File: src/rtl/fm_pkg.sv
package fm_pkg;
    localparam int NUM_REGS   = 128;
    localparam int NUM_STATIC = 32;
    localparam int NUM_STACK  = NUM_REGS - NUM_STATIC;
    localparam int REG_W      = $clog2(NUM_REGS);

    typedef logic [REG_W-1:0] reg_t;
    typedef logic [REG_W:0]   wide_t;

    localparam wide_t STACK_N  = wide_t'(NUM_STACK);
    localparam reg_t  STATIC_N = reg_t'(NUM_STATIC);

    typedef enum logic [1:0] {
        OP_ALLOC  = 2'd0,
        OP_CALL   = 2'd1,
        OP_RET    = 2'd2,
        OP_SETPFM = 2'd3
    } fm_op_e;

    typedef enum logic {
        FM_ROOT   = 1'b0,
        FM_NESTED = 1'b1
    } fm_state_e;

    typedef struct packed {
        reg_t sof;
        reg_t sol;
    } frame_sz_t;

    // (b + o) mod pool size, for b below the pool size and o at most the pool size
    function automatic reg_t wrap_add(reg_t b, reg_t o);
        wide_t s;
        s = {1'b0, b} + {1'b0, o};
        if (s >= STACK_N) s = s - STACK_N;
        return s[REG_W-1:0];
    endfunction

    // (b - o) mod pool size
    function automatic reg_t wrap_sub(reg_t b, reg_t o);
        wide_t s;
        s = {1'b0, b} + STACK_N - {1'b0, o};
        if (s >= STACK_N) s = s - STACK_N;
        return s[REG_W-1:0];
    endfunction
endpackage

File: src/rtl/fm_xlate.sv
module fm_xlate
    import fm_pkg::*;
(
    input  reg_t lreg,
    input  reg_t base,
    input  reg_t sof,
    output reg_t idx,
    output logic is_static,
    output logic illegal
);
    reg_t off;

    always_comb begin
        is_static = (lreg < STATIC_N);
        off       = lreg - STATIC_N;
        illegal   = !is_static && (off >= sof);
        idx       = is_static ? '0 : wrap_add(base, off);
    end
endmodule

File: src/rtl/fm_ctrl.sv
module fm_ctrl
    import fm_pkg::*;
#(
    parameter int DEPTH_W = 8
) (
    input  logic      clk,
    input  logic      rst_n,
    input  logic      cmd_valid,
    input  fm_op_e    cmd_op,
    input  frame_sz_t cmd_sz,
    output reg_t      cur_base,
    output frame_sz_t cur_sz,
    output frame_sz_t pfm_sz,
    output logic      ovf_q,
    output logic      unf_q
);
    localparam logic [DEPTH_W-1:0] DEPTH_MAX = '1;
    localparam logic [DEPTH_W-1:0] DEPTH_ONE = DEPTH_W'(1);

    fm_state_e          state, state_n;
    reg_t               base_n;
    frame_sz_t          sz_n, pfm_n;
    wide_t              held, held_n, held_sum;
    logic [DEPTH_W-1:0] depth, depth_n;
    logic               ovf_n, unf_n;

    // state and marker registers
    always_ff @(posedge clk or negedge rst_n) begin
        if (!rst_n) begin
            state    <= FM_ROOT;
            cur_base <= '0;
            cur_sz   <= '0;
            pfm_sz   <= '0;
            held     <= '0;
            depth    <= '0;
            ovf_q    <= 1'b0;
            unf_q    <= 1'b0;
        end else begin
            state    <= state_n;
            cur_base <= base_n;
            cur_sz   <= sz_n;
            pfm_sz   <= pfm_n;
            held     <= held_n;
            depth    <= depth_n;
            ovf_q    <= ovf_n;
            unf_q    <= unf_n;
        end
    end

    // next state and marker updates
    always_comb begin
        state_n  = state;
        base_n   = cur_base;
        sz_n     = cur_sz;
        pfm_n    = pfm_sz;
        held_n   = held;
        depth_n  = depth;
        ovf_n    = 1'b0;
        unf_n    = 1'b0;
        held_sum = held + {1'b0, cur_sz.sol};
        if (cmd_valid) begin
            unique case (cmd_op)
                OP_ALLOC: begin
                    if (({1'b0, cmd_sz.sof} + held) > STACK_N) ovf_n = 1'b1;
                    else sz_n = cmd_sz;
                end
                OP_CALL: begin
                    if (depth == DEPTH_MAX) ovf_n = 1'b1;
                    else begin
                        pfm_n    = cur_sz;
                        base_n   = wrap_add(cur_base, cur_sz.sol);
                        sz_n.sof = cur_sz.sof - cur_sz.sol;
                        sz_n.sol = '0;
                        held_n   = (held_sum > STACK_N) ? STACK_N : held_sum;
                        depth_n  = depth + DEPTH_ONE;
                        state_n  = FM_NESTED;
                    end
                end
                OP_RET: begin
                    unique case (state)
                        FM_ROOT: unf_n = 1'b1;
                        FM_NESTED: begin
                            sz_n    = pfm_sz;
                            base_n  = wrap_sub(cur_base, pfm_sz.sol);
                            held_n  = (held >= {1'b0, pfm_sz.sol}) ?
                                      held - {1'b0, pfm_sz.sol} : '0;
                            depth_n = depth - DEPTH_ONE;
                            state_n = (depth == DEPTH_ONE) ? FM_ROOT : FM_NESTED;
                        end
                    endcase
                end
                OP_SETPFM: pfm_n = cmd_sz;
            endcase
        end
    end

    // a refused command leaves the marker as it was
    a_r7_refused_keeps: assert property (@(posedge clk) disable iff (!rst_n)
        ovf_q |-> $stable(cur_base) && $stable(cur_sz) && $stable(pfm_sz));

    // underflow only follows a return and changes nothing
    a_r9_underflow_cause: assert property (@(posedge clk) disable iff (!rst_n)
        unf_q |-> $past(cmd_valid && cmd_op == OP_RET) && $stable(cur_base) && $stable(cur_sz));

    a_r7_flags_exclusive: assert property (@(posedge clk) disable iff (!rst_n)
        !(ovf_q && unf_q));

    // idle cycle changes nothing
    a_r12_idle_quiet: assert property (@(posedge clk) disable iff (!rst_n)
        !$past(cmd_valid) |-> !ovf_q && !unf_q && $stable(cur_base) && $stable(cur_sz) && $stable(pfm_sz));

    // accepted call leaves no locals and saves the caller sizes
    a_r5_call_saves: assert property (@(posedge clk) disable iff (!rst_n)
        $past(cmd_valid && cmd_op == OP_CALL) && !ovf_q |-> cur_sz.sol == '0 && pfm_sz == $past(cur_sz));

    // accepted return restores the saved sizes
    a_r8_ret_restores: assert property (@(posedge clk) disable iff (!rst_n)
        $past(cmd_valid && cmd_op == OP_RET) && !unf_q |-> cur_sz == $past(pfm_sz) && $stable(pfm_sz));

    a_r3_base_in_pool: assert property (@(posedge clk) disable iff (!rst_n)
        {1'b0, cur_base} < STACK_N);
endmodule

File: src/rtl/frame_mgr.sv
module frame_mgr
    import fm_pkg::*;
#(
    parameter int DEPTH_W = 8
) (
    input  logic             clk,
    input  logic             rst_n,
    input  logic             cmd_valid,
    input  logic [1:0]       cmd_op,
    input  logic [REG_W-1:0] cmd_sof,
    input  logic [REG_W-1:0] cmd_sol,
    input  logic [REG_W-1:0] lreg,
    output logic [REG_W-1:0] preg_idx,
    output logic             preg_static,
    output logic             preg_illegal,
    output logic [REG_W-1:0] cur_base,
    output logic [REG_W-1:0] cur_sof,
    output logic [REG_W-1:0] cur_sol,
    output logic [REG_W-1:0] prev_sof,
    output logic [REG_W-1:0] prev_sol,
    output logic             ovf_pulse,
    output logic             unf_pulse
);
    frame_sz_t cur_sz, pfm_sz, cmd_sz;

    assign cmd_sz = '{sof: cmd_sof, sol: cmd_sol};

    fm_ctrl #(.DEPTH_W(DEPTH_W)) u_ctrl (
        .clk       (clk),
        .rst_n     (rst_n),
        .cmd_valid (cmd_valid),
        .cmd_op    (fm_op_e'(cmd_op)),
        .cmd_sz    (cmd_sz),
        .cur_base  (cur_base),
        .cur_sz    (cur_sz),
        .pfm_sz    (pfm_sz),
        .ovf_q     (ovf_pulse),
        .unf_q     (unf_pulse)
    );

    fm_xlate u_xlate (
        .lreg      (lreg),
        .base      (cur_base),
        .sof       (cur_sz.sof),
        .idx       (preg_idx),
        .is_static (preg_static),
        .illegal   (preg_illegal)
    );

    assign cur_sof  = cur_sz.sof;
    assign cur_sol  = cur_sz.sol;
    assign prev_sof = pfm_sz.sof;
    assign prev_sol = pfm_sz.sol;

    // translated index stays inside the pool
    a_r3_idx_in_pool: assert property (@(posedge clk) disable iff (!rst_n)
        {1'b0, preg_idx} < STACK_N);

    // a fixed register is never out of frame
    a_r2_static_legal: assert property (@(posedge clk) disable iff (!rst_n)
        preg_static |-> !preg_illegal && preg_idx == '0);
endmodule

File: config.mk
export PLATFORM = sky130hd
export DESIGN_NAME = frame_mgr
export DESIGN_NICKNAME = d
export VERILOG_FILES = /design/src/rtl/fm_pkg.sv /design/src/rtl/fm_xlate.sv /design/src/rtl/fm_ctrl.sv /design/src/rtl/frame_mgr.sv
export SDC_FILE = /design/constraint.sdc
export NUM_CORES = 1
export LEC_CHECK = 0
export BUFFER_PORTS_ARGS = -buffer_cell sky130_fd_sc_hd__buf_4
export CORE_UTILIZATION = 45
export CTS_BUF_LIST = sky130_fd_sc_hd__clkbuf_16
export DETAILED_ROUTE_END_ITERATION = 10
export PLACE_DENSITY = 0.64
export SYNTH_ARGS = -nofsm -noshare
export SYNTH_HDL_FRONTEND = slang
export SYNTH_SLANG_ARGS = --single-unit
File: constraint.sdc
create_clock -name clk -period 3.1 [get_ports clk]
set_clock_uncertainty 0.2 [all_clocks]
set_input_delay 0.155 -clock clk [delete_from_list [all_inputs] [get_ports clk]]
set_output_delay 0.155 -clock clk [all_outputs]
set_load 0.02 [all_outputs]
# Yosys cells after proc, flatten, opt, wreduce, memory -nomap -nowiden
# Index checks and enable logic that the tools add are counted.
# op_classes
n_addsub	14
magnitude_cmp	8
eq_ne	8
n_mux	32
reduce_logical	10
# op_table
op	count
$mux 14	4
$mux 8	6
$mux 7	6
$pmux 14 s3	1
$pmux 8 s2	2
$pmux 14 s2	1
$ge 8x7->1 const B	3
$sub 7x7->7 const B	3
$add 7x7->8	2
$gt 8x7->1 const B	2
$sub 8x7->8	2
$pmux 7 s2	1
$mux 1	9
$add 7x7->8 const B	1
$add 7x8->8	1
$add 8x1->8 const B	1
$add 8x7->8	1
$eq 8x1->1 const B	1
$eq 8x8->1 const B	1
$ge 8x7->1	1
$sub 8x1->8 const B	1
$ge 7x7->1	1
$lt 7x6->1 const B	1
$sub 7x6->7 const B	1
other kinds (14)	19
# totals
reg_bits	54
output_inout_bits	46
wordCells	82

# Logic depth before layout (Yosys ltp)
# Gate-level depths: netlist of run 1.
# logic_depth
depth_word	6
ltp_mapped	13
depth_no_buf	13

# Cells and area by module
# A second synthesis of run 1 with hierarchy kept.
# unflattened
cells_unflattened	596
hier_area_um2	5133.7
# modules_own_cells
mod	n_inst	cells_per_inst	area_each_um2	seq_area_each_um2
fm_ctrl	1	519	4569.4	1351.3
fm_xlate	1	77	564.3	0.0

# Least setup slack after synthesis of run 1
# Ideal clock, no wire load.
# synth_path
path_kind	register to output
startpoint	register u_ctrl.cur_base[0]
endpoint	output port preg_idx[6]
arrival_ps	2500
t_required_ps	2745
slack_ps	245
path_stages_with_launch	10
n_path_buf	0
cell_sequence	dfrtp_1 -> ha_1 -> inv_1 -> fa_1 -> nor2b_1 -> o21a_1 -> o21a_1 -> or4b_1 -> and3_1 -> o31ai_1
# synth_between
elab_chain_cells	4
word_cells_on_any_way	5
cone_classes	add/sub: 2; order compare: 1; mux: 2
# synth_rtl
element	line	source
start: declaration	fm_ctrl.sv:11	output reg_t cur_base,
start signal: assignment	fm_ctrl.sv:40	cur_base <= base_n;
$add 7x7->8 (*)	fm_pkg.sv:33	s = {1'b0, b} + {1'b0, o};
$sub 7x7->7 or $ge 8x7->1 (tied branches)	fm_pkg.sv:34	if (s >= STACK_N) s = s - STACK_N;
$mux 7 (*)	fm_pkg.sv:34	
$mux 7 (*)	fm_xlate.sv:17	idx = is_static ? '0 : wrap_add(base, off);
end: declaration	frame_mgr.sv:13	output logic [REG_W-1:0] preg_idx,
# Every way passes the cells marked *; elsewhere a longest branch is shown, timed or not.

# Final worst setup path of run 1
# Ends and elaborated chain as after synthesis.

==> results of run 1 <==
worst paths after layout:
path	to	depth (start not counted)	from	slack (ns)
worst min register to register	u_ctrl.depth[7]$_DFFE_PN0P_	1	u_ctrl.depth[7]$_DFFE_PN0P_	0.29
max in group asynchronous	u_ctrl.pfm_sz[11]$_DFFE_PN0P_	2	rst_n	1.96
worst max-delay path	preg_idx[6]	10	u_ctrl.cur_base[0]$_DFFE_PN0P_	0.10
worst max register to register	u_ctrl.cur_base[5]$_DFFE_PN0P_	12	u_ctrl.pfm_sz[1]$_DFFE_PN0P_	0.23
min in group asynchronous	u_ctrl.cur_base[6]$_DFFE_PN0P_	2	rst_n	0.25
worst min-delay path	u_ctrl.pfm_sz[10]$_DFFE_PN0P_	3	cmd_sof[3]	0.002
synth_stat cells, types with 2 or more instances:
library cell / number
nor3b_1: 4
o22ai_1: 2
o211a_1: 2
a211oi_1: 13
a31oi_1: 5
and3_1: 2
o21ai_0: 47
nand2_1: 46
o221ai_1: 2
mux2i_1: 14
a22oi_1: 7
nand3_1: 10
or3_1: 4
nand4_1: 3
clkbuf_1: 12
o21ai_2: 6
dfrtp_1: 54
nand2b_1: 4
a32oi_1: 2
a21o_1: 16
xnor2_1: 18
o21bai_1: 4
a221oi_1: 8
o21a_1: 9
xor2_1: 13
inv_1: 63
ha_1: 69
o211ai_1: 6
mux2_2: 3
fa_1: 7
nand3b_1: 2
o31ai_1: 3
a21oi_1: 34
a311o_1: 2
nor3_1: 12
buf_2: 2
nand2_2: 6
o21ai_1: 8
nor2b_1: 14
nor2_1: 38
area by class of cell:
class	instances	area (µm²)	area share, %
sequential	54	1350	21.4
tap	143	179	2.83
clock inverter	3	47.5	0.752
clock buffer	5	125	1.98
timing repair buffer	100	793	12.5
multi-input combinational	478	3590	56.7
inverter	64	240	3.80
cell usage in the layout, fill, tap and decap left out, drive strengths merged, types with 13 or more instances in the layout:
cell    Yosys  final
buf         4     88
ha         69     69
inv        64     66
o21ai      62     62
dfrtp      54     54
nand2      52     52
nor2       38     38
a21oi      35     35
xnor2      18     18
a21o       17     17
nor2b      14     14
mux2i      14     14
xor2       13     13
a211oi     13     13
worst min-delay path, delay by kind of cell:
| kind | cells | cell delay, ns |
|---|---|---|
| mux | 1 | 0.06 |
| buf+inv | 1 | 0.11 |
| compound gates | 1 | 0.13 |
kinds of logic after synthesis:
logic type                 count (synthesis)  share of synthesized area [%]
muxes                                     17                           3.31
buffers and inverters                     81                           6.47
and+or+nand+nor                          159                           15.1
adders and majority gates                 76                           19.1
DFF                                       54                           25.7
AOI/OAI and AO/OA                        195                           25.2
xor gates and xnor gates                  31                           5.16
metrics by stage:
step	power (W)	cells	hold WS, ns
2_1_floorplan	0.00504	613	-0.341
3_3_place_gp	0.00638	826	0.0645
3_5_place_dp	0.00649	826	0.0736
4_1_cts	0.00724	846	0.00213
5_1_grt	0.00796	847	0.0364
6_report	0.00732	847	0.00155
registers in the layout (all words and copies together) (netlist names):
name and cells:
u_ctrl.state 1, u_ctrl.depth 8, u_ctrl.cur_base 7, u_ctrl.pfm_sz 14, u_ctrl.ovf_q 1, u_ctrl.unf_q 1, u_ctrl.cur_sz 14, u_ctrl.held 8
timing repair:
action                                  4_1_cts  5_1_grt
pin swaps                                     0        0
buffers inserted                              0        1
hold buffers                                 12        0
cloned                                        0        0
endpoints found under the hold margin        74        0
endpoints found under the setup margin        1        3
gates resized for setup                       1        4
power by group:
part           switching, W  internal, W
Sequential         0.000448     0.000996
Clock              0.000294     0.000388
Combinational       0.00287      0.00233
per-layer routing:
metal	track usage, %	up-vias	part of all wire (%)
li1	-	2390	-
met1	34.2	2326	46
met2	41.3	171	46
met3	2.88	32	4.9
met4	12.1	0	4.1
met5	0	-	0
==> metrics.csv, run 1 <==
stage,metric,value,unit
yosys,Ys Warns,0,
yosys,Synth Cell Area,5260,µm²
floorplanning,Initial Util,46.1,%
clock_tree,CTS Buf Count,5,
run_status,violated checks,DRC,
route,drt pass-1 iters,10,
timing,highest achievable clock rate,333,MHz
job,max-cap viol count,0,
floorplanning,DIE AREA,12100,µm²
floorplanning,Rows,39,
final_layout,cell area after layout,6320,µm²
timing,part of the cycle the worst path needs,96.7,%
worst_hold_path,Hold Crit Class,input pin to flip-flop,
yosys,Async SR Flop Fraction,100,%
timing,Final TNS setup,0,ns
power_and_ir_drop,leak pwr,3.01,nW
clock_tree,Skew-Pair Late Insertion Delay,0.30,ns
route,Wirelength per Cell,17.8,µm
floorplanning,I/O pin cnt,72,
floorplanning,Die H,110,µm
global_route,GRT Util Overall,25.6,%
yosys,top cell type's share of synthesized area,25.7,%
worst_setup_path,critical path class,flip-flop to primary output,
final_layout,fin util,55.4,%
route,vias,4919,
timing,Final setup violation count,0,
route,1st-iter DRT viols,231,
timing,final slew viol count,0,
timing,Final Critical Period,3.00,ns
placement,Final GP Congestion,0.985,
placement,port bufs,71,
yosys,Unique masters post-synth,77,
worst_setup_path,startpoint types,flip-flop,
clock_tree,clock sink count,54,
clock_tree,"Reg clk slew, reported paths",0.08,ns
clock_tree,CTS tree,built,
global_route,vias in the first global route,4633,
clock_tree,Max clock buf depth,2,
worst_setup_path,Crit. End Element,primary output,
timing,Worst Tran Pin Value,0.736,ns
worst_setup_path,CP max FO,4,
yosys,Post-synth EDFFs,0,
clock_tree,H-tree depth,2,
worst_setup_path,Critical Path Slowest Stage Cell,or4b_1,
worst_setup_path,Worst EP required,2.74,ns
run_status,status,finished with violations,
worst_setup_path,"delay-heaviest family, CP",simple AND/OR/NAND/NOR gates,
global_route,first-pass GRT wire length,23500,µm
timing,Final Hold Viols,0,
yosys,sequential area share after synthesis,25.7,%
yosys,prevailing post-synth register cell,dfrtp_1,
placement,worst slack at placement,0.217,ns
final_layout,final net count,805,
power_and_ir_drop,pwr dens,1160,nW/µm²
yosys,Synth area leaders,"dfrtp_1 26%, ha_1 16%, inv_1 4.5%",
placement,Detail Placement HPWL,11500,µm
floorplanning,DIE WIDTH,110,µm
floorplanning,core box area,11400,µm²
final_layout,filler instances,1074,
route,DRC viols,2,
final_layout,P&R area growth vs syn,20.2,%
worst_setup_path,cell mode on critical path,o21a_1,
route,routed wire length,15100,µm
yosys,"flops & latches, synth",54,
global_route,initial antenna violation count,0,
yosys,biggest area consumer among synthesized cells,dfrtp_1,
worst_setup_path,cell breakdown of the critical path,ha_2 -> inv_1 -> fa_2 -> nor2b_1 -> o21a_1 -> o21a_1 -> or4b_1 -> and3_4 -> o31ai_2 -> buf_4,
worst_setup_path,CP bufs+invs,2,
timing,post-route setup slack,0.101,ns
route,Antenna Violating Nets Remaining,0,
global_route,largest net degree at the start of global routing,55,
clock_tree,Clock Tree Root,clkbuf_16,
placement,DP Area,6000,µm²
timing,Relative slew margins,50.9,%
yosys,Post-Syn Area per Cell,8.58,µm²
final_layout,ratio of cells with drive above 1 in the final layout,19.0,%
yosys,syn nets,715,
route,vias per inst,5.81,
worst_setup_path,largest stage delay on the critical path,0.46,ns
global_route,gr ovfl total,0,
yosys,Post-Synthesis Cells,613,
worst_setup_path,Critical Path AT,2.64,ns
power_and_ir_drop,Peak VDD IR,0.000651,V
final_layout,ant diodes,0,
No activity file was read; power rests on OpenSTA's default activity.
==> run 2: changes to the inputs <==
--- a/config.mk
+++ b/config.mk
@@ -5,6 +5,7 @@
 export SDC_FILE = /design/constraint.sdc
 export NUM_CORES = 1
 export LEC_CHECK = 0
+export ABC_AREA = 1
 export BUFFER_PORTS_ARGS = -buffer_cell sky130_fd_sc_hd__buf_4
 export CORE_UTILIZATION = 45
 export CTS_BUF_LIST = sky130_fd_sc_hd__clkbuf_16
==> run 2 against run 1 <==
  * Non-clock buffer count is 18 lower
  * Setup slack gained 0.16 ns
  * Fmax grew 5.8%
  * Synthesized area increased by 5.3%
  * Cell count grew 19%
  * Power fell by 11%
  * Combinational power decreased by 12%
  * The flow now finishes without violations
  * Core utilization shrank 2.2 points
  * Die area grew 5.2%
==> metrics.csv, run 2 <==
stage,metric,value,unit,change
clock_tree,post-CTS sizing,0,,-1
power_and_ir_drop,pwr dens,1020,nW/µm²,-12%
placement,placed insts,1000,,+21%
clock_tree,H-tree depth,2,,unchanged
yosys,sequential area share after synthesis,24.4,%,-1.3 points
yosys,Unique masters post-synth,47,,-39%
yosys,prevailing post-synth register cell,dfrtp_1,,
final_layout,ant diodes,0,,unchanged
global_route,largest net degree at the start of global routing,55,,unchanged
yosys,most numerous cell in the Yosys netlist,nand2_1,,
route,vias,5492,,+12%
timing,RSZ-0062 raised after global routing,no,,
floorplanning,I/O pin cnt,72,,unchanged
power_and_ir_drop,leak pwr,3.50,nW,+16%
clock_tree,Max clock buf depth,2,,unchanged
route,drt pass-1 iters,5,,-5
route,DRC viols,0,,-2
yosys,syn nets,892,,+25%
placement,port bufs,71,,unchanged
final_layout,multi-input logic area,3570,µm²,-0.38%
timing,Final Critical Period,2.83,ns,-0.165 ns
timing,Final setup violation count,0,,unchanged
placement,DP Area,6220,µm²,+3.7%
floorplanning,DIE WIDTH,113,µm,+2.6%
global_route,GRT Util Overall,26.1,%,+0.48 points
final_layout,P&R area growth vs syn,15.3,%,
route,routed wire length,16100,µm,+6.7%
run_status,status,finished clean,,
power_and_ir_drop,total power,0.00652,W,-11%
global_route,initial antenna violation count,0,,unchanged
route,1st-iter DRT viols,345,,+49%
final_layout,Post-Layout Cell Count,1009,,+19%
clock_tree,Skew-Pair Late Insertion Delay,0.30,ns,about the same
timing,Relative slew margins,50.2,%,-0.77 points
final_layout,Reg area,1350,µm²,unchanged
final_layout,"most common cell after layout, fill and taps aside",nand2_1,,
worst_setup_path,startpoint types,flip-flop,,
timing,final slew viol count,0,,unchanged
worst_setup_path,"delay-heaviest family, CP",simple AND/OR/NAND/NOR gates,,
worst_hold_path,Hold Crit Class,input pin to flip-flop,,
clock_tree,CTS Buf Count,5,,unchanged
timing,part of the cycle the worst path needs,91.4,%,-5.3 points
floorplanning,Die H,113,µm,+2.6%
yosys,top cell type's share of synthesized area,24.4,%,-1.3 points
yosys,Post-Synthesis Cells,790,,+29%
route,Antenna Violating Nets Remaining,0,,unchanged
route,Wirelength per Cell,15.9,µm,-10%
timing,Final TNS setup,0,ns,unchanged
yosys,Post-Syn Area per Cell,7.01,µm²,-18%
job,max-cap viol count,0,,unchanged
timing,highest achievable clock rate,353,MHz,+5.8%
global_route,vias in the first global route,5191,,+12%
clock_tree,Post-CTS Hold Fix Bufs,3,,-9
floorplanning,Rows,40,,+2.6%
placement,Detail Placement HPWL,12700,µm,+9.6%
floorplanning,DIE AREA,12800,µm²,+5.2%
worst_setup_path,Worst EP required,2.74,ns,about the same
final_layout,final net count,965,,+20%
final_layout,cell area after layout,6380,µm²,+0.93%
final_layout,filler instances,1186,,+10%
yosys,Post-synth EDFFs,0,,unchanged
yosys,Async SR Flop Fraction,100,%,unchanged
yosys,Synth Cell Area,5540,µm²,+5.3%
clock_tree,CTS tree,built,,
global_route,first-pass GRT wire length,25800,µm,+10%
route,vias per inst,5.44,,-6.3%
power_and_ir_drop,Peak VDD IR,0.000496,V,-24%
final_layout,ratio of cells with drive above 1 in the final layout,12.3,%,-6.7 points
placement,Final GP Congestion,0.916,,-7.0%
worst_setup_path,cell breakdown of the critical path,ha_1 -> inv_1 -> fa_1 -> or3_1 -> nand3_1 -> xor2_1 -> a21oi_1 -> nor2_1 -> buf_4,,
final_layout,top flop regs,"u_ctrl.cur_sz (14), u_ctrl.pfm_sz (14)",,
worst_setup_path,Critical Path AT,2.48,ns,-0.16 ns
yosys,"flops & latches, synth",54,,unchanged
clock_tree,post-CTS setup buffers,0,,unchanged
worst_setup_path,largest stage delay on the critical path,0.42,ns,-0.04 ns
clock_tree,Clock Tree Root,clkbuf_16,,
floorplanning,core box area,12000,µm²,+5.2%
yosys,Synth area leaders,"dfrtp_1 24%, ha_1 16%, nand2_1 14%",,
timing,Final Hold Viols,0,,unchanged
yosys,Ys Warns,0,,unchanged
floorplanning,Initial Util,46.1,%,about the same
global_route,gr ovfl total,0,,unchanged
final_layout,"commonest cells after routing, fill and taps aside","200 x nand2_1, 136 x inv_1, 79 x buf_4",,
worst_setup_path,CP bufs+invs,2,,unchanged
worst_setup_path,critical path class,flip-flop to primary output,,
yosys,biggest area consumer among synthesized cells,dfrtp_1,,
worst_setup_path,Critical Path Slowest Stage Cell,fa_1,,
clock_tree,"Reg clk slew, reported paths",0.07,ns,about the same
clock_tree,clock sink count,54,,unchanged
worst_setup_path,Crit. End Element,primary output,,
yosys,synth cell count leaders,"200 x nand2_1, 136 x inv_1, 69 x ha_1",,
timing,Worst Tran Pin Value,0.747,ns,+0.0115 ns
worst_setup_path,CP max FO,4,,unchanged
[run 2: cell count changes in the layout (fill, tap and decap cells not counted), moves of 12 or more]
| cell | delta |
|---|---|
| nand2_1 | +154 |
| inv_1 | +73 |
| nand3_1 | +54 |
| nand4_1 | +22 |
| a21o_1 | -14 |
| mux2i_1 | -14 |
| nor2b_1 | -14 |
| a21oi_1 | +12 |
[run 2: area by class of cell]
| cell class | instances | share of cell area (%) |
|---|---|---|
| Multi-Input combinational cell | 582 | 56.0 |
| Sequential cell | 54 | 21.2 |
| Timing Repair Buffer | 82 | 9.76 |
| Inverter | 138 | 8.17 |
| Tap cell | 147 | 2.88 |
| Clock buffer | 5 | 1.96 |
| Clock inverter | 1 | 0.0588 |
[run 2: through the flow]
step           hold slack (ns)  util [%]  setup WS (ns)
6_report                0.0136      53.1          0.265
5_1_grt                 0.0353      53.1         0.0863
4_1_cts                0.00877      53.1          0.278
3_5_place_dp            0.0788      51.8          0.565
3_3_place_gp            0.0644      51.8          0.627
2_1_floorplan           -0.341         -          0.606
[run 2: metal layers]
metal | vias up | wire (µm) | global-route usage (%)
li1 | 2753 | - | -
met1 | 2567 | 7200 | 33.6
met2 | 155 | 7770 | 45.6
met3 | 17 | 872 | 3.54
met4 | 0 | 242 | 7.63
met5 | - | 0 | 0
[run 2: kinds of logic (layout without fill, tap and decap cells)]
kind of cell               count (synthesis)  count (layout)  synth area share (%)
DFF                                       54              54                  24.4
xor gates and xnor gates                  21              21                  3.32
and+or+nand+nor                          351             351                  29.0
adders and majority gates                 76              76                  18.1
AOI/OAI and AO/OA                        134             134                  14.1
buffers and inverters                    154             226                  11.0
[run 2: power breakdown]
part / switching [W] / internal (W)
registers: 0.000417 / 0.000963
logic: 0.00276 / 0.00182
clock network: 0.000264 / 0.000289
total: 0.00344 / 0.00307
[run 2: worst register-to-register path, cell delays in order (launching register included)]
cell and delay [ns]:
dfrtp_1 0.34, inv_1 0.13, ha_1 0.31, ha_1 0.19, inv_1 0.07, fa_1 0.35
inv_1 0.12, nand4_1 0.19, nand3_1 0.16, nand2_1 0.08, nand3_1 0.08, nand2_1 0.06
nand2_1 0.06, nand2_1 0.05, nand2_1 0.05, nand2_1 0.05
[run 2: worst paths after layout]
kind | to | slack, ns | depth (start not counted) | start
worst min register to register | u_ctrl.state$_DFFE_PN0P_ | 0.28 | 2 | u_ctrl.state$_DFFE_PN0P_
worst max-delay path | preg_idx[5] | 0.27 | 9 | u_ctrl.cur_base[0]$_DFFE_PN0P_
max in group asynchronous | u_ctrl.held[1]$_DFFE_PN0P_ | 1.94 | 2 | rst_n
worst min-delay path | u_ctrl.pfm_sz[9]$_DFFE_PN0P_ | 0.01 | 5 | cmd_sof[2]
min in group asynchronous | u_ctrl.cur_base[4]$_DFFE_PN0P_ | 0.23 | 2 | rst_n
worst max register to register | u_ctrl.cur_base[6]$_DFFE_PN0P_ | 0.52 | 15 | u_ctrl.pfm_sz[1]$_DFFE_PN0P_
==> run 3: changes to the inputs <==
==> constraint.sdc (replaced) <==
create_clock -name clk -period 3.1 [get_ports clk]
set_clock_uncertainty 0.2 [all_clocks]
set_input_delay 0.155 -clock clk [delete_from_list [all_inputs] [get_ports clk]]
set_output_delay 0.155 -clock clk [all_outputs]
set_load 0.1 [all_outputs]
==> run 3 against run 2 <==
  * Fmax fell by 3.4%
  * Core utilization rose by 0.33 points
  * Sequential share of layout area fell by 0.093 points
  * Non-clock buffer count fell by 2
  * Flip-flop and latch count did not move
  * Count of clock-buffer cells in the layout did not move
  * Routed wire length fell by 0.66%
  * Critical path depth did not move
  * Setup slack got worse by 0.10 ns
  * Highest routed layer unchanged
  * Die area did not move
  * Via count rose by 1.8%
  * Global-route usage fell by 0.19 points
==> metrics.csv, run 3 (same netlist as run 2, synthesis figures left out) <==
stage,metric,value,unit,change
run_status,status,finished clean,,
floorplanning,Die H,113,µm,unchanged
worst_setup_path,startpoint types,flip-flop,,
clock_tree,Skew-Pair Late Insertion Delay,0.29,ns,about the same
worst_hold_path,Hold Crit Class,input pin to flip-flop,,
worst_setup_path,Worst EP required,2.74,ns,about the same
final_layout,top flop regs,"u_ctrl.cur_sz (14), u_ctrl.pfm_sz (14)",,
worst_setup_path,"delay-heaviest family, CP",adder cells,,
worst_hold_path,Hold EP,u_ctrl.pfm_sz[2]$_DFFE_PN0P_,,
final_layout,P&R area growth vs syn,16.0,%,
worst_setup_path,worst-case reg-to-reg path depth,16,,+1
timing,highest achievable clock rate,341,MHz,-3.4%
timing,RSZ-0062 raised after global routing,no,,
floorplanning,DIE WIDTH,113,µm,unchanged
clock_tree,CTS tree,built,,
final_layout,"commonest cells after routing, fill and taps aside","200 x nand2_1, 138 x inv_1, 77 x buf_4",,
placement,port bufs,71,,unchanged
floorplanning,DIE AREA,12800,µm²,unchanged
final_layout,ant diodes,0,,unchanged
placement,Final GP Congestion,0.943,,+3.0%
worst_setup_path,CP bufs+invs,2,,unchanged
worst_setup_path,critical path class,flip-flop to primary output,,
placement,Detail Placement HPWL,12600,µm,-0.63%
final_layout,"most common cell after layout, fill and taps aside",nand2_1,,
clock_tree,clock sink count,54,,unchanged
worst_setup_path,Critical Path AT,2.58,ns,+0.10 ns
worst_setup_path,Reg-to-Reg Start,u_ctrl.pfm_sz[1]$_DFFE_PN0P_,,
worst_hold_path,hold path start,cmd_sol[2],,
timing,Worst Tran Pin Value,0.733,ns,-0.0147 ns
route,routed wire length,16000,µm,-0.66%
clock_tree,Clock Tree Root,clkbuf_16,,
timing,Final TNS setup,0,ns,unchanged
clock_tree,"Reg clk slew, reported paths",0.07,ns,about the same
timing,Final Critical Period,2.93,ns,+0.100 ns
clock_tree,CTS Buf Count,5,,unchanged
floorplanning,Rows,40,,unchanged
route,DRC viols,0,,unchanged
floorplanning,I/O pin cnt,72,,unchanged
timing,part of the cycle the worst path needs,94.7,%,+3.2 points
route,drt pass-1 iters,6,,+1
clock_tree,Max clock buf depth,2,,unchanged
worst_setup_path,largest stage delay on the critical path,0.44,ns,+0.02 ns
global_route,initial antenna violation count,0,,unchanged
floorplanning,core box area,12000,µm²,unchanged
route,Wirelength per Cell,15.8,µm,-0.66%
final_layout,final net count,963,,-0.21%
timing,Final setup violation count,0,,unchanged
route,Antenna Violating Nets Remaining,0,,unchanged
global_route,GRT Util Overall,25.9,%,-0.19 points
job,max-cap viol count,0,,unchanged
clock_tree,H-tree depth,2,,unchanged
global_route,largest net degree at the start of global routing,55,,unchanged
final_layout,ratio of cells with drive above 1 in the final layout,12.8,%,+0.46 points
worst_setup_path,cell breakdown of the critical path,ha_1 -> inv_1 -> fa_1 -> or3_1 -> nand3_1 -> xor2_1 -> a21oi_1 -> nor2_4 -> buf_4,,
timing,Relative slew margins,51.2,%,+0.98 points
worst_setup_path,Crit. End Element,primary output,,
floorplanning,Initial Util,46.1,%,unchanged
timing,final slew viol count,0,,unchanged
worst_setup_path,CP max FO,4,,unchanged
worst_hold_path,hold path depth,5,,unchanged
clock_tree,post-CTS sizing,0,,unchanged
route,vias per inst,5.54,,+1.8%
worst_setup_path,FF-to-FF End,u_ctrl.cur_base[6]$_DFFE_PN0P_,,
worst_setup_path,Reg2Reg Setup Slack,0.47,ns,-0.05 ns
route,1st-iter DRT viols,435,,+26%
global_route,first-pass GRT wire length,25900,µm,+0.40%
timing,Final Hold Viols,0,,unchanged
route,vias,5590,,+1.8%
clock_tree,post-CTS setup buffers,0,,unchanged
worst_setup_path,Critical Path Slowest Stage Cell,fa_1,,
global_route,vias in the first global route,5253,,+1.2%
global_route,gr ovfl total,0,,unchanged
## run 3: how the worst max path moves through the flow
| stage | slack, ns | start | cells past startpoint | to |
|---|---|---|---|---|
| detailed placement | 0.49 | u_ctrl.pfm_sz[1]$_DFFE_PN0P_ | 16 | u_ctrl.cur_base[6]$_DFFE_PN0P_ |
| CTS | 0.17 | u_ctrl.cur_base[0]$_DFFE_PN0P_ | 9 | preg_idx[5] |
| global placement | 0.55 | u_ctrl.cur_base[0]$_DFFE_PN0P_ | 9 | preg_idx[5] |
| global route | 0.006 | u_ctrl.cur_base[0]$_DFFE_PN0P_ | 10 | preg_idx[6] |
| finish | 0.17 | u_ctrl.cur_base[0]$_DFFE_PN0P_ | 9 | preg_idx[5] |
| floorplan | 0.006 | u_ctrl.pfm_sz[1]$_DFFE_PN0P_ | 16 | u_ctrl.cur_base[5]$_DFFE_PN0P_ |
## run 3: worst min-delay path: stages
cell and delay (ns):
buf_4 0.08, inv_1 0.05, nand2_1 0.05, o211ai_1 0.07, o21ai_0 0.07
## run 3: routing by layer
layer / track usage (%) / vias to the layer above / wire, µm
li1: - / 2754 / -
met1: 33.1 / 2609 / 6890
met2: 43.8 / 188 / 7660
met3: 3.96 / 39 / 895
met4: 10.6 / 0 / 531
met5: 0 / - / 0
## run 3: metrics by stage
stage	cells	hold WS, ns	setup WS, ns	instance area (µm²)	utilization (%)
finish	1009	0.0298	0.165	6420	53.5
global route	1009	0.0411	0.00630	6420	53.5
CTS	1009	0.0226	0.168	6420	53.5
detailed placement	998	0.0647	0.488	6230	51.9
global placement	998	0.0631	0.550	6230	51.9
floorplan	790	-0.341	0.00595	5560	-
## run 3: timing repair
item                                   CTS  global route
hold buffers                             3             0
setup endpoints to repair                0             0
endpoints found under the hold margin   56             0
## run 3: cell type report
class	instances	area, µm²
repair buffers	80	608
multi-input cells	582	3590
flip-flops and latches	54	1350
clock inverters	3	37.5
well taps	147	184
clock buffers	5	125
fillers	1188	5590
inverters	138	522
Power of run 3 is not shown: default switching activity piles up to over one toggle a cycle in this logic, so the estimate is an artifact.
